===== config.mk =====
export PLATFORM = sky130hd
export DESIGN_NAME = pin_cmd_axil
export DESIGN_NICKNAME = d
export VERILOG_FILES = /design/src/rtl/pcr_pkg.sv /design/src/rtl/pcr_axil_wr.sv /design/src/rtl/pcr_axil_rd.sv /design/src/rtl/pcr_regs.sv /design/src/rtl/pcr_eval.sv /design/src/rtl/pin_cmd_axil.sv
export SDC_FILE = /design/constraint.sdc
export NUM_CORES = 1
export LEC_CHECK = 0
export ABC_AREA = 1
export BUFFER_PORTS_ARGS = -buffer_cell sky130_fd_sc_hd__buf_2
export CAP_MARGIN = 5
export CORE_MARGIN = 3
export CORE_UTILIZATION = 50
export DETAILED_ROUTE_END_ITERATION = 10
export HOLD_SLACK_MARGIN = 0.15
export PLACE_DENSITY = 0.76
export SYNTH_ARGS = -nofsm -noshare
export SYNTH_HDL_FRONTEND = slang
export SYNTH_SLANG_ARGS = --single-unit
export TNS_END_PERCENT = 30

===== constraint.sdc =====
create_clock -name clk -period 1.8 [get_ports clk]
set_input_delay 0.36 -clock clk [delete_from_list [all_inputs] [get_ports clk]]
set_output_delay 0.36 -clock clk [all_outputs]
set_load 0.01 [all_outputs]

===== src/rtl/pcr_pkg.sv =====
package pcr_pkg;
    localparam logic [15:0] CMD_CLEAR  = 16'h000F;
    localparam logic [15:0] CMD_ONEHOT = 16'h000A;
    localparam logic [15:0] CMD_ZERO   = 16'h0005;
    localparam logic [15:0] CMD_LOAD   = 16'h0001;

    localparam int CTRL_WORD = 4;   // byte 0x10
    localparam int ARG_WORD  = 6;   // byte 0x18
    localparam int STAT_WORD = 8;   // byte 0x20

    typedef enum logic [1:0] {W_IDLE, W_ADDR_HELD, W_DATA_HELD, W_RESP} wr_state_e;
    typedef enum logic {R_IDLE, R_DATA} rd_state_e;
    typedef enum logic {EV_WAIT, EV_APPLY} ev_state_e;
endpackage


===== src/rtl/pcr_axil_wr.sv =====
module pcr_axil_wr
    import pcr_pkg::*;
#(
    parameter int ADDR_W = 6,
    parameter int DATA_W = 32,
    localparam int STRB_W = DATA_W / 8
) (
    input  logic              clk,
    input  logic              rst_n,
    input  logic [ADDR_W-1:0] awaddr,
    input  logic              awvalid,
    output logic              awready,
    input  logic [DATA_W-1:0] wdata,
    input  logic [STRB_W-1:0] wstrb,
    input  logic              wvalid,
    output logic              wready,
    output logic [1:0]        bresp,
    output logic              bvalid,
    input  logic              bready,
    output logic              wr_fire,
    output logic [ADDR_W-1:0] wr_addr,
    output logic [DATA_W-1:0] wr_data,
    output logic [STRB_W-1:0] wr_strb
);
    wr_state_e state_q, state_d;
    logic [ADDR_W-1:0] addr_q;
    logic [DATA_W-1:0] data_q;
    logic [STRB_W-1:0] strb_q;

    always_ff @(posedge clk) begin
        if (!rst_n) state_q <= W_IDLE;
        else        state_q <= state_d;
    end

    always_ff @(posedge clk) begin
        if (!rst_n) begin
            addr_q <= '0;
            data_q <= '0;
            strb_q <= '0;
        end else begin
            if (awvalid && awready) addr_q <= awaddr;
            if (wvalid && wready) begin
                data_q <= wdata;
                strb_q <= wstrb;
            end
        end
    end

    always_comb begin
        state_d = state_q;
        awready = 1'b0;
        wready  = 1'b0;
        bvalid  = 1'b0;
        wr_fire = 1'b0;
        wr_addr = addr_q;
        wr_data = data_q;
        wr_strb = strb_q;
        unique case (state_q)
            W_IDLE: begin
                awready = 1'b1;
                wready  = 1'b1;
                if (awvalid && wvalid) begin
                    wr_fire = 1'b1;
                    wr_addr = awaddr;
                    wr_data = wdata;
                    wr_strb = wstrb;
                    state_d = W_RESP;
                end else if (awvalid) begin
                    state_d = W_ADDR_HELD;
                end else if (wvalid) begin
                    state_d = W_DATA_HELD;
                end
            end
            W_ADDR_HELD: begin
                wready = 1'b1;
                if (wvalid) begin
                    wr_fire = 1'b1;
                    wr_data = wdata;
                    wr_strb = wstrb;
                    state_d = W_RESP;
                end
            end
            W_DATA_HELD: begin
                awready = 1'b1;
                if (awvalid) begin
                    wr_fire = 1'b1;
                    wr_addr = awaddr;
                    state_d = W_RESP;
                end
            end
            W_RESP: begin
                bvalid = 1'b1;
                if (bready) state_d = W_IDLE;
            end
            default: state_d = W_IDLE;
        endcase
    end

    assign bresp = 2'b00;
endmodule


===== src/rtl/pcr_axil_rd.sv =====
module pcr_axil_rd
    import pcr_pkg::*;
#(
    parameter int ADDR_W = 6,
    parameter int DATA_W = 32
) (
    input  logic              clk,
    input  logic              rst_n,
    input  logic [ADDR_W-1:0] araddr,
    input  logic              arvalid,
    output logic              arready,
    output logic [DATA_W-1:0] rdata,
    output logic [1:0]        rresp,
    output logic              rvalid,
    input  logic              rready,
    output logic [ADDR_W-1:0] rd_addr,
    input  logic [DATA_W-1:0] rd_value
);
    rd_state_e state_q, state_d;
    logic [DATA_W-1:0] rdata_q;

    always_ff @(posedge clk) begin
        if (!rst_n) state_q <= R_IDLE;
        else        state_q <= state_d;
    end

    always_ff @(posedge clk) begin
        if (!rst_n)                          rdata_q <= '0;
        else if (state_q == R_IDLE && arvalid) rdata_q <= rd_value;
    end

    always_comb begin
        state_d = state_q;
        arready = 1'b0;
        rvalid  = 1'b0;
        unique case (state_q)
            R_IDLE: begin
                arready = 1'b1;
                if (arvalid) state_d = R_DATA;
            end
            R_DATA: begin
                rvalid = 1'b1;
                if (rready) state_d = R_IDLE;
            end
            default: state_d = R_IDLE;
        endcase
    end

    assign rd_addr = araddr;
    assign rdata   = rdata_q;
    assign rresp   = 2'b00;
endmodule


===== src/rtl/pcr_regs.sv =====
module pcr_regs
    import pcr_pkg::*;
#(
    parameter int ADDR_W = 6,
    parameter int DATA_W = 32,
    parameter int REG_W  = 16,
    localparam int STRB_W = DATA_W / 8,
    localparam int NBYTE  = REG_W / 8
) (
    input  logic              clk,
    input  logic              rst_n,
    input  logic              wr_fire,
    input  logic [ADDR_W-1:0] wr_addr,
    input  logic [DATA_W-1:0] wr_data,
    input  logic [STRB_W-1:0] wr_strb,
    input  logic [ADDR_W-1:0] rd_addr,
    output logic [DATA_W-1:0] rd_value,
    input  logic [REG_W-1:0]  pattern,
    output logic [REG_W-1:0]  ctrl_q,
    output logic [REG_W-1:0]  arg_q,
    output logic              ctrl_written
);
    logic ctrl_hit, arg_hit;
    assign ctrl_hit = wr_fire && (int'(wr_addr[ADDR_W-1:2]) == CTRL_WORD);
    assign arg_hit  = wr_fire && (int'(wr_addr[ADDR_W-1:2]) == ARG_WORD);

    always_ff @(posedge clk) begin
        if (!rst_n) begin
            ctrl_q       <= '0;
            arg_q        <= '0;
            ctrl_written <= 1'b0;
        end else begin
            ctrl_written <= ctrl_hit;
            for (int b = 0; b < NBYTE; b++) begin
                if (ctrl_hit && wr_strb[b]) ctrl_q[b*8 +: 8] <= wr_data[b*8 +: 8];
                if (arg_hit  && wr_strb[b]) arg_q[b*8 +: 8]  <= wr_data[b*8 +: 8];
            end
        end
    end

    always_comb begin
        unique case (int'(rd_addr[ADDR_W-1:2]))
            CTRL_WORD: rd_value = DATA_W'(ctrl_q);
            ARG_WORD:  rd_value = DATA_W'(arg_q);
            STAT_WORD: rd_value = DATA_W'(pattern);
            default:   rd_value = '0;
        endcase
    end
endmodule


===== src/rtl/pcr_eval.sv =====
module pcr_eval
    import pcr_pkg::*;
#(
    parameter int REG_W = 16,
    localparam int IDX_W = $clog2(REG_W)
) (
    input  logic             clk,
    input  logic             rst_n,
    input  logic             ctrl_written,
    input  logic [REG_W-1:0] ctrl,
    input  logic [REG_W-1:0] arg,
    output logic             eval_go,
    output logic [REG_W-1:0] pattern_q
);
    ev_state_e state_q, state_d;
    logic [REG_W-1:0] next_pat;
    logic             idx_in_range;

    always_ff @(posedge clk) begin
        if (!rst_n) state_q <= EV_WAIT;
        else        state_q <= state_d;
    end

    always_comb begin
        state_d = state_q;
        unique case (state_q)
            EV_WAIT:  if (ctrl_written) state_d = EV_APPLY;
            EV_APPLY: state_d = ctrl_written ? EV_APPLY : EV_WAIT;
            default:  state_d = EV_WAIT;
        endcase
    end

    assign eval_go      = (state_q == EV_APPLY);
    assign idx_in_range = ((arg >> IDX_W) == '0);

    always_comb begin
        if (ctrl == REG_W'(CMD_CLEAR) || ctrl == REG_W'(CMD_ZERO))
            next_pat = '0;
        else if (ctrl == REG_W'(CMD_ONEHOT))
            next_pat = idx_in_range ? (REG_W'(1) << arg[IDX_W-1:0]) : '0;
        else if (ctrl == REG_W'(CMD_LOAD))
            next_pat = arg;
        else
            next_pat = pattern_q;
    end

    always_ff @(posedge clk) begin
        if (!rst_n)       pattern_q <= '0;
        else if (eval_go) pattern_q <= next_pat;
    end
endmodule


===== src/rtl/pin_cmd_axil.sv =====
module pin_cmd_axil
    import pcr_pkg::*;
#(
    parameter int ADDR_W = 6,
    parameter int DATA_W = 32,
    parameter int REG_W  = 16,
    parameter int PIN_W  = 8
) (
    input  logic                clk,
    input  logic                rst_n,
    input  logic [ADDR_W-1:0]   s_awaddr,
    input  logic                s_awvalid,
    output logic                s_awready,
    input  logic [DATA_W-1:0]   s_wdata,
    input  logic [DATA_W/8-1:0] s_wstrb,
    input  logic                s_wvalid,
    output logic                s_wready,
    output logic [1:0]          s_bresp,
    output logic                s_bvalid,
    input  logic                s_bready,
    input  logic [ADDR_W-1:0]   s_araddr,
    input  logic                s_arvalid,
    output logic                s_arready,
    output logic [DATA_W-1:0]   s_rdata,
    output logic [1:0]          s_rresp,
    output logic                s_rvalid,
    input  logic                s_rready,
    output logic [PIN_W-1:0]    pins_o
);
    localparam int STRB_W = DATA_W / 8;

    logic              wr_fire;
    logic [ADDR_W-1:0] wr_addr, rd_addr;
    logic [DATA_W-1:0] wr_data, rd_value;
    logic [STRB_W-1:0] wr_strb;
    logic [REG_W-1:0]  ctrl_q, arg_q, pattern_q;
    logic              ctrl_written, eval_go;

    pcr_axil_wr #(.ADDR_W(ADDR_W), .DATA_W(DATA_W)) u_wr (
        .clk(clk), .rst_n(rst_n),
        .awaddr(s_awaddr), .awvalid(s_awvalid), .awready(s_awready),
        .wdata(s_wdata), .wstrb(s_wstrb), .wvalid(s_wvalid), .wready(s_wready),
        .bresp(s_bresp), .bvalid(s_bvalid), .bready(s_bready),
        .wr_fire(wr_fire), .wr_addr(wr_addr), .wr_data(wr_data), .wr_strb(wr_strb)
    );

    pcr_axil_rd #(.ADDR_W(ADDR_W), .DATA_W(DATA_W)) u_rd (
        .clk(clk), .rst_n(rst_n),
        .araddr(s_araddr), .arvalid(s_arvalid), .arready(s_arready),
        .rdata(s_rdata), .rresp(s_rresp), .rvalid(s_rvalid), .rready(s_rready),
        .rd_addr(rd_addr), .rd_value(rd_value)
    );

    pcr_regs #(.ADDR_W(ADDR_W), .DATA_W(DATA_W), .REG_W(REG_W)) u_regs (
        .clk(clk), .rst_n(rst_n),
        .wr_fire(wr_fire), .wr_addr(wr_addr), .wr_data(wr_data), .wr_strb(wr_strb),
        .rd_addr(rd_addr), .rd_value(rd_value), .pattern(pattern_q),
        .ctrl_q(ctrl_q), .arg_q(arg_q), .ctrl_written(ctrl_written)
    );

    pcr_eval #(.REG_W(REG_W)) u_eval (
        .clk(clk), .rst_n(rst_n),
        .ctrl_written(ctrl_written), .ctrl(ctrl_q), .arg(arg_q),
        .eval_go(eval_go), .pattern_q(pattern_q)
    );

    assign pins_o = pattern_q[PIN_W-1:0];
endmodule


==> impl_metrics.sql <==
INSERT INTO impl_metrics (metric_group, metric, value, unit) VALUES
('clock_tree', 'clock_sinks', '91', ''),
('sta', 'timing.clock.skew', '0.0168', 'ns'),
('detailed_routing', 'routed_via_count', '5151', ''),
('synth', 'ys.warnings.count', '0', ''),
('detailed_routing', 'wl_per_instance', '12.3', 'µm'),
('clock_tree', 'cts_htree_levels', '3', ''),
('floorplanning', 'standard_cell_core_area', '0.00995', 'mm²'),
('sta', 'fin_setup_tns', '-0.929', 'ns'),
('setup_path', 'list_of_cells_traversed_by_the_critical_path', 'buf_4 -> ha_2 -> nor2_4 -> inv_2 -> buf_4 -> buf_2', ''),
('outcome', 'run_status', 'complete, but fails checks', ''),
('clock_tree', 'clock_path_buffers', '2', ''),
('detailed_routing', 'drc', '0', ''),
('synth', 'number_of_flip_flops_and_latches_in_the_synthesized_netlist', '91', ''),
('synth', 'synth_area', '0.00524', 'mm²'),
('synth', 'synth_edf_count', '0', ''),
('floorplanning', 'design.portCount', '104', ''),
('sta', 'finalHoldViolations', '0', ''),
('synth', 'synth_area_per_cell', '6.43', 'µm²'),
('synth', 'post-synth-top-area-fraction', '34.8', '%'),
('sta', 'layout_setup_ws', '-0.0933', 'ns'),
('setup_path', 'cp-start-kind', 'register', ''),
('detailed_routing', 'detailedRoute.firstIterationViolations', '269', ''),
('detailed_routing', 'vias_per_cell', '5.00', ''),
('synth', 'postSynth.asyncResetShare', '0', '%'),
('sta', 'drv_slew', '0', ''),
('setup_path', 'crit_path_top_delay_cell', 'sky130_fd_sc_hd__dfxtp_2', ''),
('worst_hold_path', 'hold_class', 'in -> reg', ''),
('clock_tree', 'tritoncts', 'done', ''),
('sta', 'finalCritPeriodShare', '105', '%'),
('clock_tree', 'cts_buffers', '9', ''),
('pwr', 'vdd_drop_max', '1.07', 'mV'),
('setup_path', 'worstPathRequired', '1.44', 'ns'),
('floorplanning', 'dieWidth', '108', 'µm'),
('grt', 'grt_start_max_net_pins', '56', ''),
('cells_and_area', 'flow.area_growth_from_synthesis', '20.4', '%'),
('synth', 'postSynthCellCount', '814', ''),
('grt', 'number_of_antenna_violations_at_the_first_check_in_global_routing', '0', ''),
('cells_and_area', 'finish.utilization', '63.3', '%'),
('setup_path', 'cp_max_fo', '9', ''),
('cells_and_area', 'insertedDiodeCount', '0', ''),
('sta', 'peak_clock_frequency_supported_by_timing', '0.528', 'GHz'),
('grt', 'grt_util_all_layers', '21.0', '%'),
('setup_path', 'cpPeakStageDelay', '0.34', 'ns'),
('setup_path', 'end_kind', 'output pin', ''),
('pwr', 'power_density', '1090', 'mW/mm²'),
('sta', 'worst_slew_margin_rel', '63.7', '%'),
('floorplanning', 'initial_core_util', '52.6', '%'),
('clock_tree', 'clkTransAtPathRegs', '0.09', 'ns'),
('placement', 'place.gp.congestion', '0.899', ''),
('synth', 'synth_seq_area_share', '34.8', '%'),
('placement', 'hpwlAfterDp', '8.90', 'mm'),
('clock_tree', 'ctsRootBufferMaster', 'sky130_fd_sc_hd__clkbuf_8', ''),
('pwr', 'power', '6.87', 'mW'),
('clock_tree', 'insertion_delay', '0.37', 'ns'),
('placement', 'placement.io_buffers', '61', ''),
('floorplanning', 'chipHeight', '108', 'µm'),
('grt', 'first_pass_grt_wire_length', '20.0', 'mm'),
('floorplanning', 'fp.dieArea', '0.0117', 'mm²'),
('synth', 'ys_dominant_reg_cell', 'sky130_fd_sc_hd__dfxtp_1', ''),
('cells_and_area', 'finish.net_count', '953', ''),
('grt', 'grt_pass1_vias', '4388', ''),
('outcome', 'violations', 'setup timing', ''),
('detailed_routing', 'postRouteWirelength', '12.7', 'mm'),
('cells_and_area', 'post_route_cells_drive_above_1_share', '22.4', '%'),
('setup_path', 'crit_top_cell', 'sky130_fd_sc_hd__buf_4', ''),
('sta', 'fin_crit', '1.89', 'ns'),
('detailed_routing', 'final_antenna_net_count', '0', ''),
('sta', 'setup_violations', '23', ''),
('synth', 'synth_top_cells_by_area', 'sky130_fd_sc_hd__dfxtp_1 (35%), sky130_fd_sc_hd__nand2_1 (14%), sky130_fd_sc_hd__inv_1 (8.2%)', ''),
('synth', 'synth_most_common_cell', 'sky130_fd_sc_hd__nand2_1', ''),
('grt', 'globalRoute.totalOverflow', '0', '');
-- flip-flops by register name (all words and copies together) (netlist names) --
register,flops
u_wr.state_q,2
u_wr.addr_q,4
u_eval.pattern_q,16
u_wr.data_q,16
u_wr.strb_q,2
u_regs.ctrl_q,16
u_regs.arg_q,16
u_eval.eval_go,1
u_rd.rdata,16
u_rd.state_q,1
u_regs.ctrl_written,1
-- final cells by class --
type                       instances  area (µm²)  share of cell area [%]
clock buffer                       9         124                    1.97
clock inverter                     7        80.1                    1.27
inverter                         119         460                    7.31
multi-input combinational        556        2800                    44.5
sequential                        91        1830                    29.0
tap                              133         166                    2.64
timing repair buffer             114         835                    13.2
timing repair inverter             1        7.51                   0.119
-- timing repair --
| action | in CTS | in global routing |
|---|---|---|
| setup buffers | 1 | 9 |
| resized for setup | 10 | 67 |
| endpoints found under the setup margin | 52 | 53 |
| hold buffers | 0 | 0 |
| cloned | 0 | 2 |
| pin swaps | 4 | 33 |
-- worst paths after layout --
| check | start | endpoint | slack, ns | cells after the start |
|---|---|---|---|---|
| setup / recovery | u_wr.state_q[0] | s_wready | -0.09 | 6 |
| hold / removal | s_wdata[7] | u_wr.data_q[7] | 0.27 | 3 |
| setup reg to reg | u_wr.state_q[1] | u_regs.ctrl_q[12] | -0.07 | 14 |
| hold reg to reg | u_regs.ctrl_written | u_eval.eval_go | 0.43 | 2 |
-- per-layer routing --
layer | global-route usage (%) | wire length [µm] | vias to the layer above
met3 | 4.48 | 841 | 22
met1 | 29.1 | 5750 | 2257
met2 | 33.1 | 5880 | 157
li1 | - | - | 2715
met5 | 0 | 0 | -
met4 | 5.77 | 244 | 0
-- layout by cell type (no fill, tap or decap), types with 34 or more instances in the layout --
cell	Yosys	routed
sky130_fd_sc_hd__o21ai_0	41	41
sky130_fd_sc_hd__dfxtp_1	91	89
sky130_fd_sc_hd__buf_4	32	36
sky130_fd_sc_hd__a21oi_1	35	34
sky130_fd_sc_hd__inv_1	115	100
sky130_fd_sc_hd__buf_2	9	62
sky130_fd_sc_hd__nand4_1	49	49
sky130_fd_sc_hd__nand3_1	47	46
sky130_fd_sc_hd__nor2_1	98	89
sky130_fd_sc_hd__nand2_1	196	177
-- cell families (layout without fill, tap and decap cells) --
logic type | after synthesis | in the layout | synth area share [%]
compound gates | 99 | 99 | 10.2
fa+ha+maj | 6 | 6 | 1.43
buf+inv | 186 | 250 | 16.4
flops | 91 | 91 | 34.8
other cells | 1 | 20 | 0.0716
simple gates | 431 | 431 | 37.1
-- per-stage QoR --
stage	instances	instance area (µm²)	hold WS [ns]	setup slack, ns
2_1_floorplan	833	5320	0.390	0.0102
3_3_place_gp	1002	5780	0.403	-0.0672
3_5_place_dp	1002	5780	0.406	-0.103
4_1_cts	1019	6020	0.253	-0.0552
5_1_grt	1030	6300	0.262	-0.210
6_report	1030	6300	0.265	-0.0933
-- where the power goes --
part / internal (mW) / switching, mW / total, mW
registers: 2.21 / 0.109 / 2.32
clock network: 0.662 / 0.789 / 1.45
logic: 1.26 / 1.84 / 3.10
total: 4.13 / 2.73 / 6.87
-- worst max-delay path, delay by kind of cell (launching register included) --
family,cells,cell delay (ns)
buf+inv,4,0.51
flops,1,0.34
fa+ha+maj,1,0.21
simple gates,1,0.11
Power figures use the tool's default switching activity.
